`src/rtl/sereng_rs_pkg.sv`:
```
package sereng_rs_pkg;

   typedef enum logic [1:0] {
      RS_IDLE  = 2'd0,
      RS_RUN   = 2'd1,
      RS_RSVD  = 2'd2,
      RS_PAUSE = 2'd3
   } rs_state_e;

   // register map (address decode is behaviour a driver relies on)
   localparam int unsigned A_CTRL  = 0;
   localparam int unsigned A_SWRST = 1;
   localparam int unsigned A_OPFLG = 2;
   localparam int unsigned A_MODE  = 3;

   // control word layout
   localparam int unsigned B_READY = 2;
   localparam int unsigned B_ERR   = 3;
   localparam int unsigned B_AUX   = 4;

   localparam int unsigned NUM_CFG = 2;

endpackage

```
`src/rtl/sereng_settle_timer.sv`:
```
module sereng_settle_timer #(
   parameter int unsigned SETTLE_CYCLES = 4
) (
   input  logic clk,
   input  logic rst_n,
   input  logic load,
   input  logic clear,
   output logic ready
);
   localparam int unsigned CNT_W = $clog2(SETTLE_CYCLES + 1);
   localparam logic [CNT_W-1:0] LOAD_VAL = CNT_W'(SETTLE_CYCLES);

   logic [CNT_W-1:0] cnt_q;

   always_ff @(posedge clk) begin
      if (!rst_n || clear) begin
         cnt_q <= '0;
      end else if (load) begin
         cnt_q <= LOAD_VAL;
      end else if (cnt_q != '0) begin
         cnt_q <= cnt_q - 1'b1;
      end
   end

   assign ready = (cnt_q == '0);

endmodule

```
`src/rtl/sereng_state_fsm.sv`:
```
module sereng_state_fsm
   import sereng_rs_pkg::*;
#(
   parameter int unsigned DATA_W = 32
) (
   input  logic              clk,
   input  logic              rst_n,
   input  logic              swrst,
   input  logic              wr_ctrl,
   input  logic [DATA_W-1:0] wdata,
   input  logic              ready,
   output rs_state_e         state_q,
   output logic [DATA_W-5:0] aux_q,
   output logic              err_q,
   output logic              accept
);
   rs_state_e req;
   logic      armed_q;
   logic      drop;

   assign req    = rs_state_e'(wdata[1:0]);
   assign drop   = wr_ctrl && !ready;
   assign accept = wr_ctrl && ready && (req != RS_RSVD) && !swrst;

   always_ff @(posedge clk) begin
      if (!rst_n || swrst) begin
         state_q <= RS_IDLE;
         aux_q   <= '0;
         err_q   <= 1'b0;
         armed_q <= 1'b0;
      end else begin
         if (drop) begin
            err_q <= 1'b1;
         end
         if (accept) begin
            aux_q <= wdata[DATA_W-1:B_AUX];
            if (state_q == RS_PAUSE && req == RS_IDLE) begin
               // leaving pause needs a second clear in a row
               if (armed_q) begin
                  state_q <= RS_IDLE;
                  armed_q <= 1'b0;
               end else begin
                  armed_q <= 1'b1;
               end
            end else begin
               state_q <= req;
               armed_q <= 1'b0;
            end
         end
      end
   end

endmodule

```
`src/rtl/sereng_cfg_regs.sv`:
```
module sereng_cfg_regs #(
   parameter int unsigned DATA_W = 32,
   parameter int unsigned NUM    = 2
) (
   input  logic                       clk,
   input  logic                       rst_n,
   input  logic                       clear,
   input  logic [NUM-1:0]             wr_sel,
   input  logic [DATA_W-1:0]          wdata,
   output logic [NUM-1:0][DATA_W-1:0] q
);
   for (genvar i = 0; i < NUM; i++) begin : g_reg
      always_ff @(posedge clk) begin
         if (!rst_n || clear) begin
            q[i] <= '0;
         end else if (wr_sel[i]) begin
            q[i] <= wdata;
         end
      end
   end

endmodule

```
`src/rtl/sereng_runstate.sv`:
```
module sereng_runstate
   import sereng_rs_pkg::*;
#(
   parameter int unsigned DATA_W        = 32,
   parameter int unsigned ADDR_W        = 2,
   parameter int unsigned SETTLE_CYCLES = 4
) (
   input  logic              clk,
   input  logic              rst_n,
   input  logic              reg_wr,
   input  logic [ADDR_W-1:0] reg_addr,
   input  logic [DATA_W-1:0] reg_wdata,
   output logic [DATA_W-1:0] reg_rdata,
   output logic [1:0]        run_state,
   output logic              state_valid
);
   if (DATA_W < 8) begin : g_bad_width
      $error("sereng_runstate: DATA_W must be at least 8");
   end
   if (ADDR_W < 2) begin : g_bad_addr
      $error("sereng_runstate: ADDR_W must be at least 2");
   end
   if (SETTLE_CYCLES < 1) begin : g_bad_settle
      $error("sereng_runstate: SETTLE_CYCLES must be at least 1");
   end

   logic wr_ctrl, swrst, ready, accept, err_q;
   logic [NUM_CFG-1:0]             cfg_wr;
   logic [NUM_CFG-1:0][DATA_W-1:0] cfg_q;
   logic [DATA_W-5:0]              aux_q;
   rs_state_e                      state_q;

   assign wr_ctrl   = reg_wr && (reg_addr == ADDR_W'(A_CTRL));
   assign swrst     = reg_wr && (reg_addr == ADDR_W'(A_SWRST)) && reg_wdata[0];
   assign cfg_wr[0] = reg_wr && (reg_addr == ADDR_W'(A_OPFLG));
   assign cfg_wr[1] = reg_wr && (reg_addr == ADDR_W'(A_MODE));

   sereng_state_fsm #(.DATA_W(DATA_W)) i_fsm (
      .clk     (clk),
      .rst_n   (rst_n),
      .swrst   (swrst),
      .wr_ctrl (wr_ctrl),
      .wdata   (reg_wdata),
      .ready   (ready),
      .state_q (state_q),
      .aux_q   (aux_q),
      .err_q   (err_q),
      .accept  (accept)
   );

   sereng_settle_timer #(.SETTLE_CYCLES(SETTLE_CYCLES)) i_timer (
      .clk   (clk),
      .rst_n (rst_n),
      .load  (accept),
      .clear (swrst),
      .ready (ready)
   );

   sereng_cfg_regs #(.DATA_W(DATA_W), .NUM(NUM_CFG)) i_cfg (
      .clk    (clk),
      .rst_n  (rst_n),
      .clear  (swrst),
      .wr_sel (cfg_wr),
      .wdata  (reg_wdata),
      .q      (cfg_q)
   );

   always_comb begin
      reg_rdata = '0;
      if (reg_addr == ADDR_W'(A_CTRL)) begin
         reg_rdata = {aux_q, err_q, ready, state_q};
      end else if (reg_addr == ADDR_W'(A_OPFLG)) begin
         reg_rdata = cfg_q[0];
      end else if (reg_addr == ADDR_W'(A_MODE)) begin
         reg_rdata = cfg_q[1];
      end
   end

   assign run_state   = state_q;
   assign state_valid = ready;

endmodule

```
`config.mk`:
```
export PLATFORM = sky130hd
export DESIGN_NAME = sereng_runstate
export DESIGN_NICKNAME = d
export VERILOG_FILES = /design/src/rtl/sereng_rs_pkg.sv /design/src/rtl/sereng_settle_timer.sv /design/src/rtl/sereng_state_fsm.sv /design/src/rtl/sereng_cfg_regs.sv /design/src/rtl/sereng_runstate.sv
export SDC_FILE = /design/constraint.sdc
export NUM_CORES = 1
export LEC_CHECK = 0
export ABC_AREA = 1
export BUFFER_PORTS_ARGS = -buffer_cell sky130_fd_sc_hd__buf_4
export CAP_MARGIN = 20
export CORE_MARGIN = 2
export CORE_UTILIZATION = 53
export CTS_BUF_LIST = sky130_fd_sc_hd__clkbuf_4
export CTS_CLUSTER_SIZE = 10
export DETAILED_ROUTE_END_ITERATION = 10
export PLACE_DENSITY = 0.79
export SLEW_MARGIN = 20
export SYNTH_ARGS = -nofsm -noshare
export SYNTH_HDL_FRONTEND = slang
export SYNTH_SLANG_ARGS = --single-unit
```
`constraint.sdc`:
```
create_clock -name clk -period 1.3 [get_ports clk]
set_input_delay 0.195 -clock clk [delete_from_list [all_inputs] [get_ports clk]]
set_output_delay 0.195 -clock clk [all_outputs]
set_load 0.03 [all_outputs]
```
* After elaboration in Yosys (flattened, before gate mapping)
Index checks and enable logic that the tools add are counted.
Word-level totals: register bits 99, bits of input ports 37, output and inout port bits 35, word-level logic and storage cells 45
Cells by class: add/sub/neg operators 1, equal/unequal tests 6, mux-type cells 9, reduce and logical (&&, ||, !) cells 21
Operators with widths (number):
- 2-to-1 mux 32 bit | 3
- logical AND 1 bit | 10
- equality test 2 bit, second input constant | 3
- 2-to-1 mux 3 bit | 2
- logical NOT 2 bit | 2
- 2-to-1 mux 2 bit | 2
- logical NOT 1 bit | 3
- logical NOT 3 bit | 1
- nonzero test 3 bit | 1
- subtractor 3 x 1 -> 3 bit, second input constant | 1
- equality test 2 x 1 -> 1 bit, second input constant | 1
- 2-to-1 mux 1 bit | 2
- != test 2 x 1 -> 1 bit, second input constant | 1
- != test 2 bit, second input constant | 1
- AND reduction 2 bit | 1
- nonzero test 2 bit | 1
- OR reduction 2 bit | 1
- logical OR 1 bit | 1

* Depth between registers and ports, before layout
Gate-level depths: netlist (run 1).
depth after elaboration 6, gate-level depth with buffers 9, mapped depth without buffers 9

* Hierarchy
A second synthesis (run 1) with hierarchy kept.
Unflattened totals: cell total of the unflattened synthesis 614, area total of the unflattened synthesis 4792.1 sq um
By module, submodules not included:
- sereng_cfg_regs | times used 1, cells an instance 280, area an instance 2498.6 sq um, seq. area each 1281.2 sq um
- sereng_state_fsm | times used 1, cells an instance 150, area an instance 1163.6 sq um, seq. area each 640.6 sq um
- sereng_runstate | times used 1, cells an instance 156, area an instance 945.9 sq um, seq. area each 0.0 sq um
- sereng_settle_timer | times used 1, cells an instance 28, area an instance 183.9 sq um, seq. area each 60.1 sq um

* Worst setup path after synthesis (run 1)
OpenSTA, ideal clock, no wires.
kind register to register, start point register i_timer.cnt_q[0], end point register i_fsm.aux_q[19], data arrival time 1.571 ns, required time 1.236 ns, slack -0.334 ns, stages on the path, launching flop included 10, path buffers 1, cell sequence dfxtp_1 inv_1 ha_1 inv_1 nor2_2 nand2_1 nor2_2 buf_2 o21ai_0 nor2_1
On the way: cells in the longest elaborated chain, start to end 4
Ends and longest elaborated chain:
- from (decl) | RTL line sereng_settle_timer.sv:13 | logic [CNT_W-1:0] cnt_q;
- from (signal assigned) | RTL line sereng_settle_timer.sv:21 | cnt_q <= cnt_q - 1'b1;
- logical NOT 3 bit | RTL line sereng_settle_timer.sv:25 | assign ready = (cnt_q == '0);
- via state_valid | RTL line sereng_runstate.sv:15 | output logic state_valid
- logical AND 1 bit (3 in a row) | RTL line sereng_state_fsm.sv:23 | assign accept = wr_ctrl && ready && (req != RS_RSVD) && !swrst;
- to (signal assigned) | RTL line sereng_state_fsm.sv:36 | aux_q <= wdata[DATA_W-1:B_AUX];
- to (decl) | RTL line sereng_state_fsm.sv:13 | output logic [DATA_W-5:0] aux_q,
The timed path passes the listed nets, and every way through them passes these cells. A chain may end at the register's enable or synchronous reset.

* Worst setup path in the final report (run 1)
start point register i_timer.cnt_q[1], end point output reg_rdata[2]
On the way: cells in the longest elaborated chain, start to end 2
Ends and longest elaborated chain:
- logical NOT 3 bit | RTL line sereng_settle_timer.sv:25
- 2-to-1 mux 32 bit | RTL line sereng_runstate.sv:70 | if (reg_addr == ADDR_W'(A_CTRL)) begin
- to (decl) | RTL line sereng_runstate.sv:13 | output logic [DATA_W-1:0] reg_rdata,
No other way between the ends.

==> results.json, run 1 <==
{
  "outcome": "finished with violations",
  "violations": "hold timing, setup timing",
  "dp_hpwl_um": 7350,
  "first_global_vias": 4380,
  "required_ns": 1.11,
  "cts-root-buf": "clkbuf_4",
  "postRouteAntennaNets": 0,
  "ir_worst_vdd_mv": 0.835,
  "viasPerCell": 5.43,
  "min_period_ns": 1.64,
  "antenna_found_initial": 0,
  "nFillCells": 444,
  "cap_violations": 0,
  "synth_fp_nets": 725,
  "placed_area_um2": 5230,
  "syn_area_um2": 4430,
  "timing.final.ws_setup_ns": -0.342,
  "synth_area_leaders": "dfxtp_1 (45%), nand2_1 (20%), inv_1 (8.7%), o21ai_0 (8.1%), nor2_1 (5.9%)",
  "maxSlewHeadroom_pct": 77.7,
  "via_count": 4973,
  "htree_levels": 3,
  "pwr_density_cell_nw_per_um2": 1110,
  "power_leakage_nw": 3.55,
  "gp_congestion": 0.805,
  "total_power_mw": 7.48,
  "layout.nets": 844,
  "stdcell_area_um2": 6760,
  "rsz0062_at_grt": "yes",
  "clock_sinks": 99,
  "cp_max_fo": 2,
  "area_delta_synth_final_pct": 52.8,
  "cts_tree": "yes",
  "drive_above_1_share_pct": 47.8,
  "cts_buffer_depth": 2,
  "max_freq_ghz": 0.609,
  "cts_buffers": 9,
  "port_buffers": 71,
  "wl_per_cell_um": 16.7,
  "drc": 0,
  "dieArea_um2": 9100,
  "final_util_pct": 82.7,
  "grtUsageMet1_pct": 37.5,
  "postSynthAreaPerCell_um2": 6.45,
  "hold_path.class": "in -> reg",
  "grt-ovfl-total": 0,
  "initial_core_util_pct": 54.1,
  "top_usage_layer": "met2",
  "core_um2": 8180,
  "fin_crit_sh_pct": 126,
  "yosysUniqueCellTypes": 21,
  "routed_wl_um": 15300,
  "synth_cells": 686,
  "hold_violations": 1,
  "ys_seq_area_share_pct": 44.8,
  "clkLatencyLatePin_ns": 0.46,
  "io_pins": 72,
  "yosysWarningCount": 0,
  "yosysTopAreaCell": "dfxtp_1",
  "clk_pin_slew_ns": 0.17,
  "drtIter0Drc": 438,
  "arrival_ns": 1.45,
  "die_w_um": 95.4,
  "rows": 33,
  "num_antenna_cells": 0,
  "worst_pin_slew_ns": 0.331,
  "yosysTopAreaCellShare_pct": 44.8,
  "slew_violations": 0,
  "path_class": "reg -> out",
  "cp-start-kind": "flop",
  "die_y_um": 95.4,
  "use_met2_pct": 48.4,
  "setup-violations-final": 52,
  "grt_pass1_wl_um": 20200,
  "fin_hold_ws_ns": -0.00400,
  "ys_ff_latch": 99,
  "skew_ns": 0.0133,
  "grt_max_degree": 61,
  "critPathCaptureType": "primary output",
  "grt_use_total_pct": 28.7,
  "grt_use_met3_pct": 3.72,
  "drtPass1Iterations": 5
}
sequential cells by signal, indices dropped and copies added (netlist names):
name	cells
i_cfg.q	64
i_fsm.aux_q	28
i_timer.cnt_q	3
i_fsm.state_q	2
i_fsm.armed_q	1
i_fsm.err_q	1
routing by layer:
layer | vias up | wire length [um]
met2 | 246 | 7490
met5 | - | 0
li1 | 2314 | -
met1 | 2343 | 5990
met3 | 70 | 1130
met4 | 0 | 703
cell families after synthesis:
group,synth area share (%)
DFF,44.8
xor gates and xnor gates,0.198
and+or+nand+nor,29.8
adders and majority gates,0.565
AOI/OAI and AO/OA,12.1
buffers and inverters,12.6
cells in the final DEF, fill, tap and decap left out, types with 2 or more instances in the layout:
master / instances
nand3_1: 2
bufinv_16: 2
nor2_2: 20
nand3_2: 27
clkinvlp_4: 2
dfxtp_1: 14
o21ai_2: 8
nand2_2: 78
dlygate4sd3_1: 23
nand2_4: 2
inv_1: 97
nand2_1: 152
o211ai_1: 4
nor2_1: 37
clkbuf_16: 2
buf_12: 10
buf_16: 2
inv_2: 9
nor2_4: 15
o21ai_1: 26
buf_4: 65
o21ai_0: 61
a21oi_1: 4
buf_6: 41
clkbuf_4: 10
dfxtp_2: 84
buf_8: 2
area by class of cell:
type	instances	area, um^2	share of cell area (%)
Sequential cell	99	2090	30.9
Clock buffer	10	75.1	1.11
Clock inverter	6	87.6	1.30
Tap cell	105	131	1.94
Multi-Input combinational cell	444	2460	36.4
Inverter	106	398	5.88
Timing Repair Buffer	145	1520	22.4
through the flow:
step	std cells	setup slack, ns	setup TNS, ns
4_1_cts	905	-0.341	-4.70
6_report	915	-0.342	-7.87
2_1_floorplan	686	-0.120	-3.31
3_5_place_dp	849	-0.0638	-1.18
3_3_place_gp	849	-0.00587	-0.0326
5_1_grt	915	-0.395	-10.41
power breakdown:
group,internal (mW),switching (mW)
clock network,0.803,1.12
logic,0.978,1.19
registers,3.25,0.141
total,5.03,2.45
synthesized netlist by cell type, drive strengths merged:
| cell | n |
|---|---|
| a21oi | 5 |
| buf | 15 |
| clkbuf | 22 |
| dfxtp | 99 |
| ha | 2 |
| inv | 106 |
| nand2 | 233 |
| nand3 | 30 |
| nor2 | 72 |
| nor3 | 1 |
| nor3b | 1 |
| o211ai | 4 |
| o21ai | 95 |
| xor2 | 1 |
final timing paths:
kind | startpoint | to | slack, ns | depth (start not counted)
worst max-delay path | i_timer.cnt_q[1] | reg_rdata[2] | -0.34 | 5
worst min-delay path | reg_wdata[5] | i_fsm.aux_q[1] | -0.004 | 3
worst max register to register | i_timer.cnt_q[1] | i_fsm.aux_q[0] | -0.30 | 10
worst min register to register | i_fsm.aux_q[18] | i_fsm.aux_q[18] | 0.51 | 2
timing repair:
| action | in CTS | in global routing |
|---|---|---|
| gates cloned | 5 | 2 |
| buffers inserted | 13 | 9 |
| hold buffers | 22 | 1 |
| pin swaps | 19 | 40 |
| resized for setup | 144 | 168 |
| endpoints found under the setup margin | 64 | 68 |
| hold endpoints to repair | 22 | 1 |
worst max-delay path, stage by stage, from the launching register on:
cell and delay (ns):
dfxtp_2 0.35, inv_2 0.07, ha_4 0.15, nand2_4 0.05, o211ai_1 0.18, buf_4 0.20
(Power assumes the default switching activity.)
==> run 2: changes to the inputs <==
Settings changed: CORE_UTILIZATION 53 to 58, PLACE_DENSITY 0.79 to default, PLACE_DENSITY_LB_ADDON from default to 0.12.
Clock period 1.3 ns to 1.8 ns, I/O delays scaled along.
==> results.json, run 2 (synthesized netlist as in run 1, its figures left out) <==
{
  "outcome": "completed",
  "num_antenna_cells": 0,
  "cts_buffers": 9,
  "skew_ns": 0.0143,
  "gp_congestion": 0.799,
  "min_period_ns": 1.71,
  "postRouteAntennaNets": 0,
  "setup-violations-final": 0,
  "slew_violations": 0,
  "fin_crit_sh_pct": 95.0,
  "clock_sinks": 99,
  "routed_wl_um": 10100,
  "cts_tree": "yes",
  "largest_register": "i_cfg.q",
  "dpl.cell_count": 835,
  "p_int_mw": 3.23,
  "pwr_density_cell_nw_per_um2": 878,
  "layout.nets": 786,
  "maxSlewHeadroom_pct": 55.1,
  "crit_chain": "inv_2 > ha_4 > nand2_4 > o211ai_1 > buf_4",
  "cap_violations": 0,
  "seqPwrFrac_pct": 52.1,
  "drtIter0Drc": 182,
  "pwr-share-clk_pct": 27.8,
  "setup_tns_ns": 0,
  "htree_levels": 3,
  "total_power_mw": 4.61,
  "fin_cells": 850,
  "ir_worst_vdd_mv": 0.585,
  "cts_buffer_depth": 2,
  "slowest_stage": "dfxtp_1",
  "core_um2": 7330,
  "first_global_vias": 3968,
  "hold_violations": 0,
  "required_ns": 1.53,
  "wl_per_cell_um": 11.9,
  "die_w_um": 91.4,
  "area_delta_synth_final_pct": 18.6,
  "via_count": 4193,
  "grt-ovfl-total": 0,
  "cts_setup_buffers": 0,
  "io_pins": 72,
  "antenna_found_initial": 0,
  "cts-root-buf": "clkbuf_4",
  "grt_use_total_pct": 25.3,
  "p_sw_mw": 1.37,
  "rsz0062_at_grt": "no",
  "path_class": "reg -> out",
  "slowest_delay_ns": 0.33,
  "port_buffers": 71,
  "cp-start-kind": "flop",
  "drive_above_1_share_pct": 15.6,
  "grt_max_degree": 71,
  "worst_pin_slew_ns": 0.673,
  "viasPerCell": 4.93,
  "clkLatencyLatePin_ns": 0.44,
  "largest_reg_flops": 64,
  "final_common_cell": "nand2_1",
  "swShare_pct": 29.8,
  "dieArea_um2": 8350,
  "critPathCaptureType": "primary output",
  "rows": 31,
  "combPwrFrac_pct": 20.1,
  "hold_path.class": "in -> reg",
  "power_leakage_nw": 2.86,
  "dp_hpwl_um": 6720,
  "drc": 0,
  "cp_max_fo": 4,
  "cts_hold_buffers": 0,
  "die_y_um": 91.4,
  "reg_top3": "i_cfg.q x64, i_fsm.aux_q x28, i_timer.cnt_q x3",
  "max_freq_ghz": 0.585,
  "initial_core_util_pct": 60.4,
  "grt_pass1_wl_um": 17400,
  "layout_common_cells": "nand2_1 (230), inv_1 (101), dfxtp_1 (98), buf_4 (85), o21ai_0 (72)",
  "drtPass1Iterations": 4,
  "arrival_ns": 1.44,
  "clk_pin_slew_ns": 0.15
}
-- run 2: cell count changes in the layout (fill, tap and decap cells not counted), sizes merged --
cell         before  now
buf             120   87
clkbuf           12    9
dlygate4sd3      23    0
-- run 2: repair_timing --
| action | CTS | global route |
|---|---|---|
| endpoints found under the setup margin | 1 | 2 |
| cloned | 0 | 0 |
| resized for setup | 3 | 4 |
| pin swaps | 1 | 1 |
-- run 2: worst max-delay path: cells and delay by family, from the launching register on --
family,cells,cell delay (ns)
AND/OR/NAND/NOR,1,0.06
adder cells (fa/ha/maj),1,0.15
AO/OA/AOI/OAI,1,0.19
buffers and inverters,2,0.28
flip-flops,1,0.33
-- run 2: routing by layer --
metal | track usage (%) | vias up | routed length, um
met4 | 9.09 | 0 | 168
met2 | 43.7 | 108 | 4810
met3 | 3.82 | 16 | 505
met5 | 0 | - | 0
li1 | - | 2193 | -
met1 | 32.1 | 1876 | 4650
-- run 2: power groups by stage --
stage,sequential [mW],clock (mW),combinational (mW)
after floorplan,2.44,0,0.571
after global placement,2.44,0,0.860
after detailed placement,2.44,0,0.880
after CTS,2.40,1.30,0.895
after global routing,2.42,1.38,1.04
final,2.40,1.28,0.926
-- run 2: per-stage QoR --
step           instance area, um^2  util, %  hold WS, ns  worst slack, ns
5_1_grt                       5250     71.6       0.0361          0.00520
4_1_cts                       5230     71.4       0.0379           0.0319
6_report                      5250     71.6       0.0539           0.0903
2_1_floorplan                 4430        -        0.405            0.166
3_3_place_gp                  5070     69.2        0.457            0.299
3_5_place_dp                  5070     69.2        0.454            0.240
-- run 2: path summary, 6_finish.rpt --
kind / from / endpoint / slack (ns) / depth (start not counted)
hold reg to reg: i_fsm.err_q / i_fsm.err_q / 0.48 / 2
setup / recovery: i_timer.cnt_q[0] / reg_rdata[2] / 0.09 / 5
hold / removal: reg_wdata[17] / i_fsm.aux_q[13] / 0.05 / 3
setup reg to reg: i_timer.cnt_q[0] / i_fsm.state_q[0] / 0.23 / 10
-- run 2: final cells by class --
type,instances,area [um^2]
tap,99,124
multi-input combinational,444,1910
inverter,106,398
timing repair buffer,87,678
clock buffer,9,67.6
sequential,99,1980
fill,620,2080
clock inverter,6,88.8
